**src/rtl/seq_cmd_pkg.sv**
```systemverilog
package seq_cmd_pkg;
  localparam int CMP_W   = 14;
  localparam int STEP_W  = 3;
  localparam int N_PRE   = 5;
  localparam int N_CMD   = 4;

  localparam logic [CMP_W-1:0] PRE_CODE [N_PRE] = '{
    14'h0E38, 14'h31C7, 14'h03E0, 14'h3C1F, 14'h303F
  };

  // index order: save, restore, auto off, auto on
  localparam logic [CMP_W-1:0] CMD_CODE [N_CMD] = '{
    14'h0FC0, 14'h0C63, 14'h03F8, 14'h07F0
  };

  typedef struct packed {
    logic             sample;
    logic             isRead;
    logic [STEP_W-1:0] step;
  } seqView_t;

  typedef struct packed {
    logic             stepHit;
    logic             firstHit;
    logic [N_CMD-1:0] cmdHit;
  } matchInfo_t;

  typedef struct packed {
    logic             fire;
    logic [N_CMD-1:0] cmdSel;
  } fireCtrl_t;
endpackage

```
**src/rtl/seq_cmd_path.sv**
```systemverilog
module seq_cmd_path
  import seq_cmd_pkg::*;
#(
  parameter int ADDR_W = 15
) (
  input  logic              clk,
  input  logic              rstN,
  input  logic [ADDR_W-1:0] addr,
  input  seqView_t          view,
  input  fireCtrl_t         fireCtl,
  output matchInfo_t        match,
  output logic [N_CMD-1:0]  cmdOut
);
  logic [CMP_W-1:0] lowAddr;
  logic [CMP_W-1:0] expected;
  logic [N_CMD-1:0] cmdHitVec;

  assign lowAddr = addr[CMP_W-1:0];

  always_comb begin
    expected = PRE_CODE[0];
    for (int i = 0; i < N_PRE; i++) begin
      if (view.step == STEP_W'(i)) expected = PRE_CODE[i];
    end
  end

  for (genvar c = 0; c < N_CMD; c++) begin : g_cmd
    assign cmdHitVec[c] = (lowAddr == CMD_CODE[c]);
  end

  assign match.stepHit  = (view.step < STEP_W'(N_PRE)) && (lowAddr == expected);
  assign match.firstHit = (lowAddr == PRE_CODE[0]);
  assign match.cmdHit   = (view.step == STEP_W'(N_PRE)) ? cmdHitVec : '0;

  always_ff @(posedge clk or negedge rstN) begin
    if (!rstN)             cmdOut <= '0;
    else if (fireCtl.fire) cmdOut <= fireCtl.cmdSel;
    else                   cmdOut <= '0;
  end

  p_onehot_r9: assert property (@(posedge clk) disable iff (!rstN)
    $onehot0(cmdOut));

  p_one_cycle_r9: assert property (@(posedge clk) disable iff (!rstN)
    (|cmdOut) |=> !(|cmdOut));
endmodule

```
**src/rtl/seq_cmd_ctrl.sv**
```systemverilog
module seq_cmd_ctrl
  import seq_cmd_pkg::*;
(
  input  logic       clk,
  input  logic       rstN,
  input  logic       accStrobe,
  input  logic       writeEnN,
  input  matchInfo_t match,
  output seqView_t   view,
  output fireCtrl_t  fireCtl
);
  logic [STEP_W-1:0] stepQ;
  logic [STEP_W-1:0] stepD;
  logic              restartStep;

  assign view.sample = accStrobe;
  assign view.isRead = writeEnN;
  assign view.step   = stepQ;

  assign restartStep = match.firstHit;

  always_comb begin
    stepD          = stepQ;
    fireCtl.fire   = 1'b0;
    fireCtl.cmdSel = '0;
    if (accStrobe) begin
      if (!writeEnN) begin
        stepD = '0;
      end else if (stepQ == STEP_W'(N_PRE)) begin
        if (|match.cmdHit) begin
          fireCtl.fire   = 1'b1;
          fireCtl.cmdSel = match.cmdHit;
          stepD          = '0;
        end else begin
          stepD = restartStep ? STEP_W'(1) : '0;
        end
      end else if (match.stepHit) begin
        stepD = stepQ + STEP_W'(1);
      end else begin
        stepD = restartStep ? STEP_W'(1) : '0;
      end
    end
  end

  always_ff @(posedge clk or negedge rstN) begin
    if (!rstN) stepQ <= '0;
    else       stepQ <= stepD;
  end

  p_step_range_r3: assert property (@(posedge clk) disable iff (!rstN)
    stepQ <= STEP_W'(N_PRE));

  p_idle_hold_r2: assert property (@(posedge clk) disable iff (!rstN)
    !accStrobe |=> $stable(stepQ));

  p_write_abort_r6: assert property (@(posedge clk) disable iff (!rstN)
    (accStrobe && !writeEnN) |=> (stepQ == '0));
endmodule

```
**src/rtl/seq_cmd_detect.sv**
```systemverilog
module seq_cmd_detect
  import seq_cmd_pkg::*;
#(
  parameter int ADDR_W = 15
) (
  input  logic              clk,
  input  logic              rstN,
  input  logic              accStrobe,
  input  logic              writeEnN,
  input  logic [ADDR_W-1:0] addr,
  output logic              cmdSave,
  output logic              cmdRestore,
  output logic              cmdAutoOff,
  output logic              cmdAutoOn
);
  seqView_t         view;
  matchInfo_t       match;
  fireCtrl_t        fireCtl;
  logic [N_CMD-1:0] cmdOut;

  seq_cmd_ctrl u_ctrl (
    .clk       (clk),
    .rstN      (rstN),
    .accStrobe (accStrobe),
    .writeEnN  (writeEnN),
    .match     (match),
    .view      (view),
    .fireCtl   (fireCtl)
  );

  seq_cmd_path #(.ADDR_W(ADDR_W)) u_path (
    .clk     (clk),
    .rstN    (rstN),
    .addr    (addr),
    .view    (view),
    .fireCtl (fireCtl),
    .match   (match),
    .cmdOut  (cmdOut)
  );

  assign cmdSave    = cmdOut[0];
  assign cmdRestore = cmdOut[1];
  assign cmdAutoOff = cmdOut[2];
  assign cmdAutoOn  = cmdOut[3];
endmodule

```
**config.mk**
```make
export PLATFORM = sky130hd
export DESIGN_NAME = seq_cmd_detect
export DESIGN_NICKNAME = d
export VERILOG_FILES = /design/src/rtl/seq_cmd_pkg.sv /design/src/rtl/seq_cmd_path.sv /design/src/rtl/seq_cmd_ctrl.sv /design/src/rtl/seq_cmd_detect.sv
export SDC_FILE = /design/constraint.sdc
export NUM_CORES = 1
export LEC_CHECK = 0
export BUFFER_PORTS_ARGS = -buffer_cell sky130_fd_sc_hd__buf_2
export CORE_MARGIN = 3
export CORE_UTILIZATION = 44
export CTS_BUF_LIST = sky130_fd_sc_hd__clkbuf_4
export DETAILED_ROUTE_END_ITERATION = 16
export GPL_ROUTABILITY_DRIVEN = 1
export MAX_ROUTING_LAYER = met4
export PLACE_DENSITY = 0.88
export SYNTH_ARGS = -nofsm -noshare
export SYNTH_HDL_FRONTEND = slang
export SYNTH_SLANG_ARGS = --single-unit
```
**constraint.sdc**
```tcl
create_clock -name clk -period 2 [get_ports clk]
set_input_delay 0.4 -clock clk [delete_from_list [all_inputs] [get_ports clk]]
set_output_delay 0.4 -clock clk [all_outputs]
set_load 0.1 [all_outputs]
```
# --- After elaboration in Yosys (flattened, before gate mapping) ---
# Cells that the tools add are included.
op_classes:
  n_mux: 15
  shifts: 0
  div: 0
  n_reduce_logical: 2
  n_lt_le_gt_ge: 1
  mul: 0
  addsub: 1
  eq_ne: 11
  n_bitwise: 0
ops:
  columns: ["operator", "n"]
  rows:
  - ["14-bit 2-to-1 mux", 4]
  - ["14-bit by 12-bit equality test with 1-bit output, second input constant", 3]
  - ["5-bit 2-to-1 mux", 4]
  - ["14-bit by 10-bit equality test with 1-bit output, second input constant", 1]
  - ["14-bit by 11-bit equality test with 1-bit output, second input constant", 1]
  - ["14-bit equality test", 1]
  - ["3-bit 2-to-1 mux", 4]
  - ["4-bit 2-to-1 mux", 2]
  - ["3-bit by 2-bit equality test with 1-bit output, second input constant", 2]
  - ["3-bit equality test, second input constant", 2]
  - ["4-bit OR reduction", 1]
  - ["3-bit by 1-bit adder with 3-bit output, second input constant", 1]
  - ["3-bit by 1-bit equality test with 1-bit output, second input constant", 1]
  - ["3-bit less-than comparator, second input constant", 1]
  - ["1-bit logical AND", 1]
  - ["1-bit 2-to-1 mux", 1]
word_totals:
  output_inout_bits: 4
  reg_bits: 7
  latchBits: 0
  wordCells: 32
  n_memories: 0
  mem_bits_rw: 0
  rom_bits: 0
  in_bits: 19

# --- Depth between registers and ports, before layout ---
logic_depth:
  depth_word: 10
  ltp_mapped: 8

# --- Modules after synthesis ---
# A second synthesis with hierarchy kept.
hier_totals:
  hier_cells: 82
  area_unflattened_um2: 683.2
modules_own_cells:
  columns: ["mod", "n_inst", "area_per_inst_um2", "cells_each"]
  rows:
  - ["seq_cmd_path", 1, 410.4, 53]
  - ["seq_cmd_ctrl", 1, 272.8, 29]

# --- Least setup slack after synthesis ---
# OpenSTA, ideal clock, no wires.
synth_path:
  kind: "input port to flip-flop"
  startpoint: "input port addr[13]"
  endpoint: "register u_ctrl.stepQ[0]"
  required_ns: 1.921
  path_buffers: 0
  slack_ns: -0.065
  cell_stages: 5
  arrival_time_ns: 1.986
  cell_sequence: "or3_4 or4b_4 mux2_4 a211oi_2 mux2i_1"
synth_between:
  elab_chain_len: 6
  word_cells_on_any_way: 14
  classes_between: "6 x eq/ne; 6 x mux; 2 x reduce/logical"
synth_lines:
  columns: ["element", "line_no", "rtl"]
  rows:
  - ["start, declared", "seq_cmd_detect.sv:10", "input logic [ADDR_W-1:0] addr,"]
  - ["14-bit by 12-bit equality test with 1-bit output (tied with other cells)", "seq_cmd_path.sv:28", "assign cmdHitVec[c] = (lowAddr == CMD_CODE[c]);"]
  - ["4-bit 2-to-1 mux", "seq_cmd_path.sv:33", "assign match.cmdHit = (view.step == STEP_W'(N_PRE)) ? cmdHitVec : '0;"]
  - ["4-bit OR reduction", "seq_cmd_ctrl.sv:30", "if (|match.cmdHit) begin"]
  - ["3-bit 2-to-1 mux", "seq_cmd_ctrl.sv:30", null]
  - ["3-bit 2-to-1 mux (*)", "seq_cmd_ctrl.sv:29", "end else if (stepQ == STEP_W'(N_PRE)) begin"]
  - ["3-bit 2-to-1 mux (*)", "seq_cmd_ctrl.sv:27", "if (!writeEnN) begin"]
  - ["end signal, assigned", "seq_cmd_ctrl.sv:47", "else stepQ <= stepD;"]
  - ["end, declared", "seq_cmd_ctrl.sv:12", "logic [STEP_W-1:0] stepQ;"]
# Mark *: on every way between the ends. The rest lies on a longest branch, timed or not.
# A chain may end at the register's enable or synchronous reset.

# --- Worst setup path in the final report ---
# Ends and elaborated chain as after synthesis.

==> metrics.cfg <==
[run_status]
outcome=complete, but fails checks
violations=negative setup slack

[clock_tree]
clock_sinks=7
insertion_delay_ns=0.25
htreeDepth=1
numCtsBuffers=3
clkTransAtPathRegs_ns=0.05
clk_path_buf_depth=2
root_buffer=clkbuf_4
cts_tree=yes

[floorplanning]
die_area_sq_mm=0.00178
die-height_um=42.2
start_util=0.491
die_x_um=42.2
core-area_sq_mm=0.00117
num_rows=12
io_pins=23

[finish]
fill_cells=96
final_core_util=0.662
multiInputGateArea_sq_um=395
diodes=0
drive_gt1_frac=0.359
register_area_sq_um=175
nets=117
area_delta_synth_final_pct=34.8

[timing]
slew_viol_final=0
worst_pin_slew_ns=0.491
hold_viol=0
finalSetupViolations=1
max_freq_mhz=498
setup_ws_ns=-0.00881
min_period_ns=2.01
grt_setup_unrepaired=true
clock_skew_ns=0.00816
finalCritPeriodShare=1.00
slew_headroom=0.675

[synth]
syn_inst=65
synthTopCellsByArea=dfrtp_1, ha_1, nor2_1
synth_common_cells=nor2_1, dfrtp_1, ha_1, inv_1, nand2_1
syn_area_per_cell_sq_um=8.85
yosys_warnings=0
async_flop_share=1.00
synth_edf_count=0
ys_seq_area_frac=0.304
yosysTopAreaCell=dfrtp_1
syn-num-nets=89
synthFlopType=dfrtp_1
synth_cell_types=29
syn-cell-area_sq_um=576
ys_ff_latch=7
synth_top_area_frac=0.304
yosysMostFrequentCell=nor2_1

[min_path]
hp-class=input port to flop

[critical_path]
start_kind=input port
r2r_setup_slack_ns=0.10
critPathMaxStageDelay_ns=0.52
r2r_end=u_ctrl.stepQ[0]$_DFFE_PN0P_
worstPathCellList=buf_6, or3_4, or4b_4, mux2_4, a211oi_4, mux2i_1
required_ns=2.16
crit_start=addr[13]
crit_fanout=3
cp_slowest_cell=or4b_4
crit_type=input port to flop
crit_path_end=u_ctrl.stepQ[0]$_DFFE_PN0P_
critPathArrivalTime_ns=2.17
r2r_start=u_ctrl.stepQ[0]$_DFFE_PN0P_
cp-end-kind=flop
r2r.worst_path.cells=7

[power]
power.total_mw=0.331
power.density_mw_per_mm2=427
p_leak_nw=0.386
peakVddDrop_uv=609

[global_routing]
grt_pass1_wl_um=2300
grt_pass1_vias=594
grt_max_degree=9
grt_antenna_before_repair=0
overflow=0
grt_usage=0.175

[routing]
wl_per_cell_um=14.1
routed_wl_um=1490
drc_errors=0
viasPerCell=5.81
firstDrtPassIters=4
ant_nets=0
vias=616
first_iter_violations=27

[flow_run]
cap_viol_max_count=0

[place]
port_buffers=21
hpwl_um=1160
place_congestion=0.852

metrics by stage:
step | setup TNS (ns) | std cells | worst slack [ns] | hold WS [ns] | area, sq um
after floorplan | 0 | 65 | 0.00322 | 0.104 | 583
after global placement | -0.975 | 101 | -0.206 | 0.235 | 717
after detailed placement | -1.20 | 101 | -0.251 | 0.239 | 717
after CTS | 0 | 106 | 0.00194 | 0.334 | 757
after global routing | -0.0317 | 106 | -0.0317 | 0.327 | 776
final | -0.00881 | 106 | -0.00881 | 0.341 | 776
worst max-delay path: cells and delay by family:
kind            cells  cell delay [ns]
simple gates        2             0.90
buf+inv             1             0.09
compound gates      1             0.25
mux                 2             0.52
worst min-delay path by stage:
stage / slack [ns] / from / endpoint / cells past startpoint
finish: 0.34 / addr[3] / u_path.cmdOut[3]$_DFF_PN0_ / 2
global route: 0.33 / addr[10] / u_path.cmdOut[2]$_DFF_PN0_ / 2
CTS: 0.33 / addr[10] / u_path.cmdOut[2]$_DFF_PN0_ / 2
detailed placement: 0.24 / rstN / u_path.cmdOut[1]$_DFF_PN0_ / 1
global placement: 0.23 / rstN / u_path.cmdOut[1]$_DFF_PN0_ / 1
floorplan: 0.10 / rstN / u_ctrl.stepQ[0]$_DFFE_PN0P_ / 0
timing repair:
item                                    4_1_cts  5_1_grt
hold buffers                                  1        0
gates resized for setup                       0        4
endpoints found under the setup margin        0        5
setup buffers                                 0        0
endpoints found under the hold margin         7        0
routing by layer:
layer,track usage,share of wire,wire [um]
met5,-,0,0
met4,0.0311,0.015,23
met3,0.0901,0.096,143
met2,0.325,0.52,780
met1,0.158,0.36,545
state kept, by name, summed over array words and instances (netlist names):
signal,count
u_path.cmdOut,4
u_ctrl.stepQ,3
power by group:
group          internal (mW)  leakage, nW  total [mW]  switching, mW
clock                 0.0895       0.0184       0.139         0.0496
combinational         0.0237        0.270      0.0501         0.0264
sequential             0.142       0.0979       0.142     0.00000263
total                  0.255        0.386       0.331         0.0760
kinds of logic (layout without fill, tap and decap cells):
group / after synthesis / after routing / share of synthesized area
AND/OR/NAND/NOR: 35 / 35 / 0.354
AO/OA/AOI/OAI: 9 / 9 / 0.124
flip-flops: 7 / 7 / 0.304
adder cells (fa/ha/maj): 5 / 5 / 0.109
buffers and inverters: 5 / 32 / 0.0326
multiplexers: 3 / 3 / 0.0609
XOR/XNOR: 1 / 1 / 0.0152
placed cells by master, fill, tap and decap left out, drive strengths merged:
master,instances
a211oi,1
a21oi,2
a41o,2
a41oi,1
and3,2
and3b,1
buf,23
clkbuf,4
dfrtp,7
dlygate4sd3,1
ha,5
inv,4
mux2,1
mux2i,2
nand2,4
nand3,1
nand3b,1
nand4,3
nand4b,1
nor2,11
nor2b,2
nor3b,3
nor4,2
o2111ai,1
o21ai,1
o22ai,1
or2,1
or3,1
or4,1
or4b,1
xor2,1
area by class of cell:
class | count | area share
Multi-Input combinational cell | 53 | 0.510
Tap cell | 14 | 0.0226
Timing Repair Buffer | 24 | 0.184
Inverter | 4 | 0.0194
Clock buffer | 4 | 0.0387
Sequential cell | 7 | 0.226
(Power assumes the default switching activity.)
